**src/rtl/sdram_trk_pkg.sv**
```systemverilog
package sdram_trk_pkg;
  typedef enum logic [3:0] {
    C_INH  = 4'd0,
    C_NOP  = 4'd1,
    C_ACT  = 4'd2,
    C_RD   = 4'd3,
    C_WR   = 4'd4,
    C_BST  = 4'd5,
    C_PRE  = 4'd6,
    C_AREF = 4'd7,
    C_SREF = 4'd8,
    C_LMR  = 4'd9,
    C_ILL  = 4'd10
  } cmd_e;
endpackage

```
**src/rtl/sdram_cmd_decode.sv**
```systemverilog
module sdram_cmd_decode
  import sdram_trk_pkg::*;
(
  input  logic cs_ni,
  input  logic ras_ni,
  input  logic cas_ni,
  input  logic we_ni,
  input  logic cke_i,
  output cmd_e cmd_o
);
  cmd_e raw;

  always_comb begin
    if (cs_ni) raw = C_INH;
    else begin
      unique case ({ras_ni, cas_ni, we_ni})
        3'b111:  raw = C_NOP;
        3'b011:  raw = C_ACT;
        3'b101:  raw = C_RD;
        3'b100:  raw = C_WR;
        3'b110:  raw = C_BST;
        3'b010:  raw = C_PRE;
        3'b001:  raw = cke_i ? C_AREF : C_SREF;
        default: raw = C_LMR;
      endcase
    end
  end

  // everything but inhibit, NOP and refresh needs clock enable high
  always_comb begin
    cmd_o = raw;
    if (!cke_i && raw != C_INH && raw != C_NOP && raw != C_AREF && raw != C_SREF)
      cmd_o = C_ILL;
  end
endmodule

```
**src/rtl/sdram_bank_track.sv**
```systemverilog
module sdram_bank_track
  import sdram_trk_pkg::*;
#(
  parameter int NBANK  = 4,
  parameter int ROW_W  = 12,
  parameter int AP_BIT = 10,
  localparam int BA_W  = $clog2(NBANK)
) (
  input  logic             clk_i,
  input  logic             rst_ni,
  input  cmd_e             cmd_i,
  input  logic [BA_W-1:0]  ba_i,
  input  logic [ROW_W-1:0] addr_i,
  output logic [NBANK-1:0] open_o,
  output logic [ROW_W-1:0] row_o [NBANK],
  output logic             err_o
);
  logic [NBANK-1:0] open_q, open_d;
  logic [ROW_W-1:0] row_q [NBANK];
  logic             ap_q, ap_d;
  logic [BA_W-1:0]  ap_ba_q;
  logic             hit, any_open, err_d;

  assign hit      = open_q[ba_i];
  assign any_open = |open_q;

  always_comb begin
    unique case (cmd_i)
      C_RD, C_WR, C_BST:     err_d = !hit;
      C_ACT:                 err_d = hit;
      C_AREF, C_SREF, C_LMR: err_d = any_open;
      C_ILL:                 err_d = 1'b1;
      default:               err_d = 1'b0;
    endcase
  end

  // pending auto-precharge close first, then this cycle's command
  always_comb begin
    open_d = open_q;
    if (ap_q) open_d[ap_ba_q] = 1'b0;
    if (cmd_i == C_ACT) open_d[ba_i] = 1'b1;
    if (cmd_i == C_PRE) begin
      if (addr_i[AP_BIT]) open_d = '0;
      else                open_d[ba_i] = 1'b0;
    end
  end

  assign ap_d = (cmd_i == C_RD || cmd_i == C_WR) && hit && addr_i[AP_BIT];

  always_ff @(posedge clk_i or negedge rst_ni) begin
    if (!rst_ni) begin
      open_q  <= '0;
      ap_q    <= 1'b0;
      ap_ba_q <= '0;
      err_o   <= 1'b0;
      for (int b = 0; b < NBANK; b++) row_q[b] <= '0;
    end else begin
      open_q  <= open_d;
      ap_q    <= ap_d;
      ap_ba_q <= ba_i;
      err_o   <= err_d;
      if (cmd_i == C_ACT) row_q[ba_i] <= addr_i;
    end
  end

  assign open_o = open_q;
  assign row_o  = row_q;
endmodule

```
**src/rtl/sdram_dqm_pipe.sv**
```systemverilog
module sdram_dqm_pipe #(
  parameter int RD_LAT = 2
) (
  input  logic clk_i,
  input  logic rst_ni,
  input  logic dqm_i,
  output logic wr_mask_o,
  output logic rd_oe_o
);
  logic [RD_LAT:0] st_q;

  always_ff @(posedge clk_i or negedge rst_ni) begin
    if (!rst_ni) st_q <= '1;
    else         st_q <= {st_q[RD_LAT-1:0], dqm_i};
  end

  assign wr_mask_o = st_q[0];
  assign rd_oe_o   = !st_q[RD_LAT];
endmodule

```
**src/rtl/sdram_cmd_tracker.sv**
```systemverilog
module sdram_cmd_tracker
  import sdram_trk_pkg::*;
#(
  parameter int NBANK  = 4,
  parameter int ADDR_W = 12,
  parameter int AP_BIT = 10,
  parameter int RD_LAT = 2,
  localparam int BA_W  = $clog2(NBANK)
) (
  input  logic                    clk_i,
  input  logic                    rst_ni,
  input  logic                    cs_ni,
  input  logic                    ras_ni,
  input  logic                    cas_ni,
  input  logic                    we_ni,
  input  logic                    cke_i,
  input  logic                    dqm_i,
  input  logic [BA_W-1:0]         ba_i,
  input  logic [ADDR_W-1:0]       addr_i,
  output logic [3:0]              cmd_o,
  output logic [BA_W-1:0]         cmd_ba_o,
  output logic [ADDR_W-1:0]       cmd_addr_o,
  output logic [NBANK-1:0]        bank_open_o,
  output logic [NBANK*ADDR_W-1:0] open_row_o,
  output logic [ADDR_W-1:0]       mode_o,
  output logic                    wr_mask_o,
  output logic                    rd_oe_o,
  output logic                    err_o
);
  cmd_e              cmd_d, cmd_q;
  logic [BA_W-1:0]   ba_q;
  logic [ADDR_W-1:0] addr_q, mode_q;
  logic [ADDR_W-1:0] rows [NBANK];

  sdram_cmd_decode i_dec (
    .cs_ni  (cs_ni),
    .ras_ni (ras_ni),
    .cas_ni (cas_ni),
    .we_ni  (we_ni),
    .cke_i  (cke_i),
    .cmd_o  (cmd_d)
  );

  sdram_bank_track #(
    .NBANK  (NBANK),
    .ROW_W  (ADDR_W),
    .AP_BIT (AP_BIT)
  ) i_banks (
    .clk_i  (clk_i),
    .rst_ni (rst_ni),
    .cmd_i  (cmd_d),
    .ba_i   (ba_i),
    .addr_i (addr_i),
    .open_o (bank_open_o),
    .row_o  (rows),
    .err_o  (err_o)
  );

  sdram_dqm_pipe #(.RD_LAT(RD_LAT)) i_dqm (
    .clk_i     (clk_i),
    .rst_ni    (rst_ni),
    .dqm_i     (dqm_i),
    .wr_mask_o (wr_mask_o),
    .rd_oe_o   (rd_oe_o)
  );

  always_ff @(posedge clk_i or negedge rst_ni) begin
    if (!rst_ni) begin
      cmd_q  <= C_NOP;
      ba_q   <= '0;
      addr_q <= '0;
      mode_q <= '0;
    end else begin
      cmd_q  <= cmd_d;
      ba_q   <= ba_i;
      addr_q <= addr_i;
      if (cmd_d == C_LMR) mode_q <= addr_i;
    end
  end

  for (genvar b = 0; b < NBANK; b++) begin : g_row
    assign open_row_o[b*ADDR_W +: ADDR_W] = rows[b];
  end

  assign cmd_o      = cmd_q;
  assign cmd_ba_o   = ba_q;
  assign cmd_addr_o = addr_q;
  assign mode_o     = mode_q;
endmodule

```
**config.mk**
```make
export PLATFORM = sky130hd
export DESIGN_NAME = sdram_cmd_tracker
export DESIGN_NICKNAME = d
export VERILOG_FILES = /design/src/rtl/sdram_trk_pkg.sv /design/src/rtl/sdram_cmd_decode.sv /design/src/rtl/sdram_bank_track.sv /design/src/rtl/sdram_dqm_pipe.sv /design/src/rtl/sdram_cmd_tracker.sv
export SDC_FILE = /design/constraint.sdc
export NUM_CORES = 1
export LEC_CHECK = 0
export ABC_AREA = 1
export BUFFER_PORTS_ARGS = -buffer_cell sky130_fd_sc_hd__buf_2
export CORE_ASPECT_RATIO = 1.2
export CORE_MARGIN = 2
export CORE_UTILIZATION = 40
export CTS_BUF_LIST = sky130_fd_sc_hd__clkbuf_2
export DETAILED_ROUTE_END_ITERATION = 10
export PLACE_DENSITY = 0.67
export SLEW_MARGIN = 40
export SYNTH_ARGS = -nofsm -noshare
export SYNTH_HDL_FRONTEND = slang
export SYNTH_HIERARCHICAL = 1
export SYNTH_SLANG_ARGS = --single-unit
```
**constraint.sdc**
```tcl
create_clock -name clk_i -period 1.5 [get_ports clk_i]
set_input_delay 0.225 -clock clk_i [delete_from_list [all_inputs] [get_ports clk_i]]
set_output_delay 0.225 -clock clk_i [all_outputs]
set_load 0.005 [all_outputs]
```
**After elaboration in Yosys (flattened, before gate mapping)**

Cells that the tools add are included.

- $lt $le $gt $ge: 6
- Equal/unequal tests: 19
- Mux-type cells: 18
- Bitwise logic cells: 6
- Reductions and logical operators: 17

Operators with widths:

| operator | number |
|---|---|
| $bwmux W48 | 1 |
| $mux W4 | 7 |
| $pmux W4 S7 | 1 |
| $demux W12 S2 | 1 |
| $eq A4 B3 Y1 const B | 4 |
| $eq A3 B3 Y1 const B | 4 |
| $eq A4 B4 Y1 const B | 3 |
| $mux W12 | 1 |
| $logic_and A1 B1 Y1 | 9 |
| $and A4 B4 Y4 | 2 |
| $eq A4 B2 Y1 const B | 2 |
| $not A4 Y4 | 2 |
| $eq A3 B2 Y1 const B | 2 |
| $lt A2 B3 Y1 const B | 2 |
| $reduce_or A3 Y1 | 2 |
| $demux W1 S2 | 2 |
| $ge A2 B1 Y1 const B | 2 |
| $ne A4 B1 Y1 const B | 1 |
| $ne A4 B3 Y1 const B | 1 |
| $ne A4 B4 Y1 const B | 1 |
| $or A4 B4 Y4 | 1 |
| $pmux W1 S4 | 1 |
| $reduce_bool A4 Y1 | 1 |
| $reduce_or A4 Y1 | 1 |
| other kinds (8) | 12 |

- Register bits after elaboration: 87
- Input bits: 22
- Output and inout port bits: 85
- Word-level logic and storage cells: 78

**Longest topological paths before layout**

Gate-level depths: netlist (run 1).

- Depth in word-level cells: 14
- Gate-level depth with buffers: 13
- Gate-level depth less buffers: 13

**Hierarchy**

Netlist (run 1), hierarchy kept.

Modules (own cells, without submodules):

| module | instances | cells an instance | area an instance (um2) | seq. area each (um2) |
|---|---|---|---|---|
| sdram_bank_track | 1 | 245 | 2209.6 | 1401.3 |
| sdram_cmd_tracker | 1 | 73 | 957.2 | 752.0 |
| sdram_cmd_decode | 1 | 28 | 147.6 | 0.0 |
| sdram_dqm_pipe | 1 | 4 | 82.6 | 78.8 |

**Worst setup path before layout (run 1)**

No wires, ideal clock.

- Kind: input -> register
- From: input we_ni
- To: register i_banks.open_q[0] (netlist: i_banks/open_o[0])
- Library setup time: 113 ps
- Data arrival time: 1784 ps
- Required time: 1387 ps
- Slack: -398 ps
- Stages on the path: 10
- Path buffers: 0
- Cell sequence: o21ai_0 nand2_2 nor2_2 nand4_2 a21oi_1 inv_1 nor3_1 o21ai_0 nand2_1 inv_1

- Word-level cells in the longest chain between the ends: 14
- Elaborated cells on any way between the ends: 24
- Classes of those cells: 12 x eq/ne; 6 x mux; 1 x bitwise; 5 x reduce/logical

RTL lines:

| element | line | source |
|---|---|---|
| start, declared | sdram_cmd_tracker.sv:15 | `input logic we_ni,` |
| $eq A3 B1 Y1 (tied with other cells) | sdram_cmd_decode.sv:16 | `unique case ({ras_ni, cas_ni, we_ni})` |
| $pmux W4 S7 * | sdram_cmd_decode.sv:16 |  |
| $mux W4 * | sdram_cmd_decode.sv:14 | `if (cs_ni) raw = C_INH;` |
| $reduce_bool A4 Y1 | sdram_cmd_decode.sv:32 | `if (!cke_i && raw != C_INH && raw != C_NOP && raw != C_AREF && raw != C_SREF)` |
| $logic_and A1 B1 Y1 (4 in a row) | sdram_cmd_decode.sv:32 |  |
| $mux W4 * | sdram_cmd_decode.sv:32 |  |
| named net cmd_d[2] | sdram_cmd_tracker.sv:30 | `cmd_e cmd_d, cmd_q;` |
| $eq A4 B2 Y1 | sdram_bank_track.sv:41 | `if (cmd_i == C_ACT) open_d[ba_i] = 1'b1;` |
| $mux W4 | sdram_bank_track.sv:41 |  |
| $and A4 B4 Y4 (no line) | -- |  |
| $mux W4 | sdram_bank_track.sv:43 | `if (addr_i[AP_BIT]) open_d = '0;` |
| $mux W4 * | sdram_bank_track.sv:42 | `if (cmd_i == C_PRE) begin` |
| named net i_banks.open_d[0] | sdram_bank_track.sv:18 | `logic [NBANK-1:0] open_q, open_d;` |
| end signal, assigned | sdram_bank_track.sv:58 | `open_q <= open_d;` |
| end, declared | sdram_bank_track.sv:18 |  |

Mark *: on every way through the listed nets, which the timed path passes. The rest lies on a longest branch.
A chain may end at the register's enable or synchronous reset.

**Final worst setup path (run 1)**

- From: register i_dqm.st_q[2]
- To: output rd_oe_o

- Word-level cells in the longest chain between the ends: 1

RTL lines:

| element | line | source |
|---|---|---|
| start, declared | sdram_dqm_pipe.sv:10 | `logic [RD_LAT:0] st_q;` |
| start signal, assigned | sdram_dqm_pipe.sv:14 | `else st_q <= {st_q[RD_LAT-1:0], dqm_i};` |
| $logic_not A1 Y1 | sdram_dqm_pipe.sv:18 | `assign rd_oe_o = !st_q[RD_LAT];` |
| end, declared | sdram_cmd_tracker.sv:27 | `output logic rd_oe_o,` |

Every way passes these cells.

==> reports/metrics.csv, run 1 <==
metric,value,unit
antennaDiodeCount,0,
worst_skew_pair.late_latency,550,ps
syn_inst,350,
cp.required,1270,ps
ys_types,24,
hold_path.class,in -> async,
core_area,8200,um^2
wl_per_cell,14.1,um
synth-adder-area-share,0,%
yosys.area_share.xor_xnor,0,%
drive_above_1_share,35.5,%
finalMaxSlewViolations,0,
drtIter0Drc,177,
die_area,9250,um^2
port_buffers,106,
finalWirelength,8.63,mm
first_pass_iters,4,
drc,0,
fmax,0.669,GHz
ant_nets,0,
rows,36,
fin_crit_sh,99.6,%
r2r_start,i_banks/open_o[0],
status,"complete, no violations",
final_core_util,56.7,%
fillers,781,
ir_drop,0.523,mV
cp-start-kind,flop,
cp-startpoint,i_dqm/st_q[2],
fin_total_pwr,6.31,mW
ios,107,
maxSlewHeadroom,70.2,%
syn2layout_area_growth,36.7,%
dp_slack,-518,ps
synth_top_area_cell,dfrtp_1,
grt_overflow,0,
antenna_found_initial,0,
path_clk_slew,240,ps
fin_hold_ws,137,ps
synth_warnings,6,
stdcell_count,613,
synthTopCellsByArea,"dfrtp_1, nand2_1, o21ai_0",
regArea,2230,um^2
worstSetupEndpointType,primary output,
path_class,reg -> out,
vias_per_cell,4.75,
cap_violations,0,
final_area,4640,um^2
grt_usage,19.4,%
grt_pass1_vias,2772,
leakage,2.51,nW
gp_congestion,0.807,
tritoncts,done,
dp_cells,579,
chipHeight,105,um
synth.cell_area,3400,um^2
mappedNetlistNets,372,
fin_skew,11.4,ps
numCtsBuffers,9,
arrival,1270,ps
synth_top_family_by_area,simple AND/OR/NAND/NOR gates,
multiInputGateArea,1050,um^2
finalHoldViolCount,0,
clock_path_buffers,2,
grt_first_pass_wirelength,13.7,mm
yosys.area_share.simple,19.3,%
initial_core_util,41.4,%
finalWorstSetupSlack,5.27,ps
synth_compound_area_share,9.47,%
root_buffer,clkbuf_2,
ys_seq_area_share,65.7,%
tightestPinTransition,447,ps
clkSinkCount,89,
cts_max_level,3,
die_w,88.1,um
synth_top_area_share,62.6,%
placed_area,4320,um^2
setup_viol,0,
setup_tns,0,ps
synthMuxAreaShare,0,%
ys_ff_latch,89,
min_period,1490,ps
cellPowerDensity,1360,nW/um^2
rsz0062_at_grt,true,
vias,2911,
syn_area_per_cell,9.71,um^2
hpwl,6.21,mm
critical_path_peak_fanout,1,
grt_max_degree,34,
nets,516,
-- kinds of logic after synthesis --
group | Yosys count
buffers and inverters | 43
AND/OR/NAND/NOR | 155
AO/OA/AOI/OAI | 63
flip-flops | 89
-- cell usage in the layout (no fill, tap or decap), types with 2 or more instances in the layout --
master,synthesis,routed
nand2_1,114,106
buf_2,5,103
dfrtp_1,85,85
o21ai_0,56,51
inv_1,27,25
nand3_1,19,18
dlygate4sd3_1,0,16
buf_4,0,16
clkbuf_2,3,10
nor2_1,11,10
nand2_2,3,9
buf_12,0,7
inv_2,5,6
o21ai_1,1,6
dfstp_2,4,4
nor2_2,2,3
bufinv_16,0,2
clkinv_2,0,2
nand2_4,0,2
a21oi_1,4,2
nand3_2,1,2
buf_6,2,2
-- area by class of cell --
class / instances / share of cell area (%)
sequential: 89 / 48.1
multi-input combinational: 218 / 22.6
timing repair buffer: 144 / 20.6
tap: 114 / 3.07
inverter: 32 / 2.64
clock inverter: 6 / 1.94
clock buffer: 10 / 1.08
-- power breakdown --
part	total, mW	leakage, nW	internal, mW	switching (mW)
Sequential	3.33	1.10	2.97	0.355
Clock	1.40	0.0882	0.572	0.827
Combinational	1.58	1.33	0.774	0.808
Total	6.31	2.51	4.32	1.99
-- what timing repair did --
| item | in CTS | in global routing |
|---|---|---|
| buffers inserted | 0 | 2 |
| pin swaps | 0 | 1 |
| endpoints found under the hold margin | 129 | 0 |
| hold buffers | 16 | 0 |
| resized for setup | 0 | 4 |
| endpoints found under the setup margin | 1 | 8 |
| cloned | 0 | 0 |
-- worst paths after layout --
check	slack, ps	depth (start not counted)	end
worst min register to register	370	0	i_dqm/st_q[2]
worst min-delay path	140	2	cmd_addr_o[0]
worst max register to register	510	6	i_banks/err_o
worst max-delay path	5	2	rd_oe_o
min in group clk_i	180	5	cmd_o[1]
max in group asynchronous	790	3	i_dqm/st_q[0]
-- sequential cells by signal, summed over array words and instances, names as in the netlist --
| register | flops |
|---|---|
| i_banks/ap_ba_q | 2 |
| cmd_ba_o | 2 |
| i_banks/row_o | 48 |
| i_banks/err_o | 1 |
| cmd_addr_o | 12 |
| i_banks/ap_q | 1 |
| i_dqm/st_q | 3 |
| cmd_o | 4 |
| mode_o | 12 |
| i_banks/open_o | 4 |
-- synth_stat cells (all sizes together) --
| master | number |
|---|---|
| a311oi | 1 |
| inv | 32 |
| dfrtp | 85 |
| nand2 | 117 |
| nor3 | 2 |
| nand4 | 1 |
| dfstp | 4 |
| a21oi | 4 |
| nand3 | 20 |
| o21ai | 57 |
| o211ai | 1 |
| clkbuf | 4 |
| nor2 | 14 |
| or2 | 1 |
| buf | 7 |
-- critical path, cell delays in order, from the launching register on --
cell and delay, ps:
dfstp_2 590, inv_2 30, buf_6 100
-- metal layers --
metal  share of wire, %  track usage (%)  vias up
met5                  0                0        -
met4                3.5             9.52        0
met3                5.7             4.50       24
met2                 49             31.1       92
met1                 42             24.4     1387
li1                   -                -     1408
(Power assumes the default switching activity.)
==> inputs of run 2 (changes only) <==
--- a/config.mk
+++ b/config.mk
@@ -16,5 +16,4 @@
 export SLEW_MARGIN = 40
 export SYNTH_ARGS = -nofsm -noshare
 export SYNTH_HDL_FRONTEND = slang
-export SYNTH_HIERARCHICAL = 1
 export SYNTH_SLANG_ARGS = --single-unit
==> run 2 against run 1 <==
Compared with the run above:
- the flow now finishes with violations (negative setup slack)
- largest power group unchanged
- highest routed layer unchanged
- critical path depth is the same
- critical path type unchanged
- hold slack lost 99 ps
- fmax shrank 0.71%
==> reports/metrics.csv, run 2 <==
metric,value,unit,change
numCtsBuffers,9,,unchanged
regArea,2180,um^2,-2.2%
ys_seq_area_share,61.9,%,-3.8 points
cap_violations,0,,unchanged
grt_overflow,0,,unchanged
antennaDiodeCount,0,,unchanged
synthFlopType,dfrtp_1,,
rsz0062_at_grt,true,,
chipHeight,107,um,+1.8%
gp_congestion,0.823,,+2.0%
cp.required,1270,ps,about the same
synth_most_common_cell,nand2_1,,
antenna_found_initial,0,,unchanged
grt_max_degree,43,,+26%
drtIter0Drc,225,,+27%
synthTopCellsByArea,"dfrtp_1, nand2_1, nand4_1",,
hold_path.class,in -> async,,
clkSinkCount,87,,-2.2%
finalWorstSetupSlack,-5.38,ps,-10.6 ps
leakage,2.58,nW,+2.8%
drive_above_1_share,32.8,%,-2.6 points
ctsResizeCount,0,,unchanged
synth_top_area_share,58.9,%,-3.7 points
status,finished with violations,,
hpwl,6.86,mm,+10%
fin_skew,30.1,ps,+18.7 ps
tritoncts,done,,
min_period,1510,ps,+10.6 ps
combinationalPowerShare,26.3,%,+1.2 points
vias_per_cell,5.02,,+5.8%
worst_skew_pair.late_latency,540,ps,about the same
mappedNetlistNets,395,,+6.2%
ir_drop,0.619,mV,+18%
ios,107,,unchanged
cellPowerDensity,1300,nW/um^2,-4.4%
first_pass_iters,4,,unchanged
power_frac_clock,20.4,%,-1.8 points
fin_crit_sh,100,%,+0.71 points
finalHoldViolCount,0,,unchanged
root_buffer,clkbuf_2,,
maxSlewHeadroom,74.0,%,+3.8 points
p_seq_share,53.3,%,+0.6 points
setup_viol,1,,+1
synthArstFlopShare,100,%,unchanged
fmax,0.664,GHz,-0.71%
vias,3219,,+11%
nets,541,,+4.8%
switching_share,33.7,%,+2.2 points
synth_warnings,0,,-6
ys_ff_latch,87,,-2.2%
ant_nets,0,,unchanged
port_buffers,106,,unchanged
die_area,9580,um^2,+3.6%
cp-start-kind,flop,,
violations,negative setup slack,,
finalMaxSlewViolations,0,,unchanged
syn_area_per_cell,9.45,um^2,-2.6%
layout_commonest_cell,nand2_1,,
multiInputGateArea,1130,um^2,+8.2%
p_switching,2.06,mW,+3.6%
die_w,89.7,um,+1.8%
rows,37,,+2.8%
path_clk_slew,260,ps,+20 ps
tightestPinTransition,387,ps,-60.2 ps
drc,0,,unchanged
finalWirelength,10.0,mm,+16%
wl_per_cell,15.6,um,+11%
initial_core_util,41.2,%,-0.27 points
synth_edf_count,0,,unchanged
synth_common_cells,"nand2_1, dfrtp_1, nand4_1",,
largest_reg_flops,48,,unchanged
p_int,4.06,mW,-6.1%
critical_path_peak_fanout,1,,unchanged
path_class,reg -> out,,
grt_usage,21.6,%,+2.2 points
synth_top_area_cell,dfrtp_1,,
fin_hold_ws,38.0,ps,-99.1 ps
arrival,1280,ps,about the same
core_area,8560,um^2,+4.5%
grt_pass1_vias,3158,,+14%
syn2layout_area_growth,33.5,%,
ys_types,25,,+4.2%
layout_common_cells,"nand2_1, buf_2, dfrtp_1, nand4_1, buf_4",,
clock_path_buffers,2,,unchanged
syn_inst,373,,+6.6%
worstSetupEndpointType,primary output,,
fin_total_pwr,6.12,mW,-3.0%
final_core_util,55.0,%,-1.7 points
grt_first_pass_wirelength,16.2,mm,+18%
synth.cell_area,3530,um^2,+3.8%
fillers,767,,-1.8%
cts_max_level,3,,unchanged
-- run 2: changes by cell type in the layout (fill, tap and decap cells not counted), sizes merged, moves of 6 or more --
cell	previous run	this run
a21oi	4	10
nand2	117	125
nand3	20	10
nor2	14	8
nand4	1	54
o21ai	57	17
buf	128	139
-- run 2: through the flow --
step                      std cells  instance area (um^2)  worst slack [ps]  setup TNS, ps
after floorplan                 373                  3530              26.4              0
after global placement          608                  4420              -185          -8770
after detailed placement        608                  4420              -242         -11870
after CTS                       641                  4710             -25.4          -25.4
after global routing            641                  4710             -74.2           -115
final                           641                  4710             -5.38          -5.38
-- run 2: final timing paths --
check                                  startpoint             to  slack, ps  depth (start not counted)
worst max-delay path                i_dqm.st_q[2]        rd_oe_o         -5                          2
worst min-delay path                       rst_ni  cmd_addr_o[4]         40                          2
worst max register to register  i_banks.open_o[0]  i_banks.err_o        260                          4
worst min register to register      i_dqm.st_q[1]  i_dqm.st_q[2]        380                          0
max in group asynchronous                  rst_ni       cmd_o[0]        840                          3
min in group clk_i                          cs_ni       cmd_o[3]        110                          3
-- run 2: critical path, stage by stage (launching register included) --
cell     delay (ps)
dfstp_2         580
inv_1            30
buf_2           110
-- run 2: repair_timing --
item / 4_1_cts / 5_1_grt
hold endpoints to repair: 155 / 0
endpoints found under the setup margin: 2 / 2
buffers inserted: 1 / 0
hold buffers: 16 / 0
pin swaps: 0 / 0
-- run 2: per-layer routing --
| metal | vias to the layer above | routed length, um | track usage, % |
|---|---|---|---|
| li1 | 1542 | - | - |
| met1 | 1540 | 4160 | 27.8 |
| met2 | 122 | 5000 | 36.3 |
| met3 | 15 | 692 | 4.43 |
| met4 | 0 | 182 | 8.02 |
| met5 | - | 0 | 0 |
-- run 2: cell families after synthesis --
logic type,Yosys count,synth area share [%]
compound gates,35,5.96
buf+inv,52,6.07
flops,87,61.9
simple gates,199,26.1
-- run 2: power by group through the flow --
| stage | sequential (mW) | clock (mW) | combinational, mW |
|---|---|---|---|
| 2_1_floorplan | 3.30 | 0 | 0.601 |
| 3_3_place_gp | 3.29 | 0 | 1.54 |
| 3_5_place_dp | 3.29 | 0 | 1.59 |
| 4_1_cts | 3.25 | 1.27 | 1.63 |
| 5_1_grt | 3.32 | 1.39 | 1.81 |
| 6_report | 3.26 | 1.25 | 1.61 |
-- run 2: layout make-up --
cell class | count | area share [%]
clock buffer | 9 | 0.957
multi-input combinational | 234 | 24.1
sequential | 87 | 46.3
timing repair buffer | 155 | 21.3
tap | 117 | 3.11
clock inverter | 7 | 1.62
inverter | 32 | 2.55
==> inputs of run 3 (changes only) <==
--- a/config.mk
+++ b/config.mk
@@ -6,13 +6,13 @@
 export NUM_CORES = 1
 export LEC_CHECK = 0
 export ABC_AREA = 1
-export BUFFER_PORTS_ARGS = -buffer_cell sky130_fd_sc_hd__buf_2
 export CORE_ASPECT_RATIO = 1.2
 export CORE_MARGIN = 2
 export CORE_UTILIZATION = 40
 export CTS_BUF_LIST = sky130_fd_sc_hd__clkbuf_2
 export DETAILED_ROUTE_END_ITERATION = 10
-export PLACE_DENSITY = 0.67
+export DONT_BUFFER_PORTS = 1
+export PLACE_DENSITY = 0.56
 export SLEW_MARGIN = 40
 export SYNTH_ARGS = -nofsm -noshare
 export SYNTH_HDL_FRONTEND = slang
==> constraint.sdc (replaced) <==
create_clock -name clk_i -period 1.5 [get_ports clk_i]
set_input_delay 0.3 -clock clk_i [delete_from_list [all_inputs] [get_ports clk_i]]
set_output_delay 0.3 -clock clk_i [all_outputs]
set_load 0.005 [all_outputs]
==> run 3 against run 2 <==
Compared with the run above:
- the run ends with negative hold slack left
- clock power fell by 4%
- sequential share of layout area rose by 6.7 points
- global-route usage fell by 0.91 points
- worst setup slack improved by 73 ps
- register-to-register slack barely moved
- fmax rose by 5.1%
- cell count fell by 18%
- combinational power fell by 45%
- design area fell by 13%
- utilization fell by 6.9 points
- via count fell by 14%
- highest routed layer is now met5
==> reports/metrics.csv, run 3 (synthesis results as in run 2) <==
metric,value,unit,change
status,finished with violations,,
violations,negative hold slack,,
grt_usage,20.7,%,-0.91 points
clkSinkCount,87,,unchanged
maxSlewHeadroom,68.5,%,-5.5 points
multiInputGateArea,1140,um^2,+0.44%
vias_per_cell,5.22,,+4.0%
crit_buf_inv,1,,-1
stdcell_count,528,,-18%
drive_above_1_share,14.6,%,-18 points
crit_chain,inv_2,,
fin_total_pwr,5.49,mW,-10%
initial_core_util,41.2,%,unchanged
hpwl,6.29,mm,-8.3%
chipHeight,107,um,unchanged
setup_viol,0,,-1
cts_setup_buffers,0,,-1
gp_congestion,0.852,,+3.5%
regArea,2180,um^2,unchanged
ios,107,,unchanged
worst_skew_pair.late_latency,500,ps,-40 ps
antennaDiodeCount,0,,unchanged
layout_common_cells,"nand2_1, dfrtp_1, nand4_1, inv_1, buf_4",,
first_pass_iters,5,,+1
port_buffers,0,,-100%
grt_first_pass_wirelength,15.2,mm,-6.3%
numCtsBuffers,9,,unchanged
grt_pass1_vias,2732,,-13%
fin_crit_sh,95.5,%,-4.9 points
rows,37,,unchanged
finalMaxSlewViolations,0,,unchanged
root_buffer,clkbuf_2,,
layout_commonest_cell,nand2_1,,
tritoncts,done,,
vias,2757,,-14%
critical_path_peak_fanout,1,,unchanged
grt_overflow,0,,unchanged
cp.required,1200,ps,-70 ps
dp_cells,495,,-19%
worstSetupEndpointType,primary output,,
setup_tns,0,ps,+5.38 ps
antenna_found_initial,1,,+1
core_area,8560,um^2,unchanged
cellPowerDensity,1340,nW/um^2,+2.8%
cts_max_level,3,,unchanged
leakage,2.07,nW,-20%
crit_family,flip-flops,,
finalWirelength,9.71,mm,-3.2%
hold_path.class,in -> async,,
fillers,826,,+7.7%
clock_path_buffers,2,,unchanged
arrival,1130,ps,-150 ps
die_area,9580,um^2,unchanged
largest_reg_flops,48,,unchanged
syn2layout_area_growth,16.7,%,
grt_max_degree,88,,+100%
ir_drop,0.545,mV,-12%
path_class,reg -> out,,
fmax,0.698,GHz,+5.1%
min_period,1430,ps,-73.2 ps
rsz0062_at_grt,true,,
wl_per_cell,18.4,um,+18%
drc,0,,unchanged
ant_nets,0,,unchanged
tightestPinTransition,471,ps,+83.8 ps
cp-start-kind,flop,,
finalHoldViolCount,87,,+87
nets,428,,-21%
cp_slowest_stage_delay,580,ps,about the same
cts_hold_buf,17,,+1
cap_violations,0,,unchanged
path_clk_slew,250,ps,about the same
fin_hold_ws,-566,ps,-604 ps
die_w,89.7,um,unchanged
fin_skew,8.93,ps,-21.2 ps
crit_slowest_cell,dfstp_2,,
drtIter0Drc,175,,-22%
-- run 3: metal layers --
layer	share of wire (%)	GRT usage, %
met3	7.6	6.18
met2	47	32.5
met1	44	27.3
met5	0.11	0
met4	1.2	7.58
-- run 3: worst paths after layout --
path,from,to,slack (ps),cells past startpoint
min in group clk_i,we_ni,cmd_o[2],60,4
worst min-delay path,rst_ni,cmd_addr_o[4],-570,0
max in group asynchronous,rst_ni,i_dqm.st_q[1],1860,0
worst max-delay path,i_dqm.st_q[2],rd_oe_o,70,1
worst min register to register,i_dqm.st_q[1],i_dqm.st_q[2],380,0
worst max register to register,i_banks.open_o[0],i_banks.err_o,270,4
-- run 3: final cells by class --
class,count,area share [%]
inverter,32,2.92
clock inverter,7,1.76
multi-input combinational,234,27.7
timing repair buffer,42,9.91
clock buffer,9,1.09
sequential,87,53.0
tap,117,3.56
-- run 3: where the power goes --
group | switching [mW] | internal, mW | total, mW
registers | 0.507 | 2.91 | 3.42
logic | 0.513 | 0.369 | 0.881
clock network | 0.815 | 0.382 | 1.20
total | 1.83 | 3.66 | 5.49
-- run 3: per-stage QoR --
step                util, %  area [um^2]  setup WS [ps]  hold slack (ps)
floorplan                 -         3540           11.4             4.41
global placement       44.7         3830           -230             6.68
detailed placement     44.7         3830           -289             6.51
CTS                    48.0         4110           17.3             -624
global route           48.0         4110          -45.5             -671
finish                 48.0         4110           67.8             -566
-- run 3: what timing repair did --
action	CTS	global route
gates resized for setup	0	1
endpoints found under the hold margin	164	87
endpoints found under the setup margin	0	2
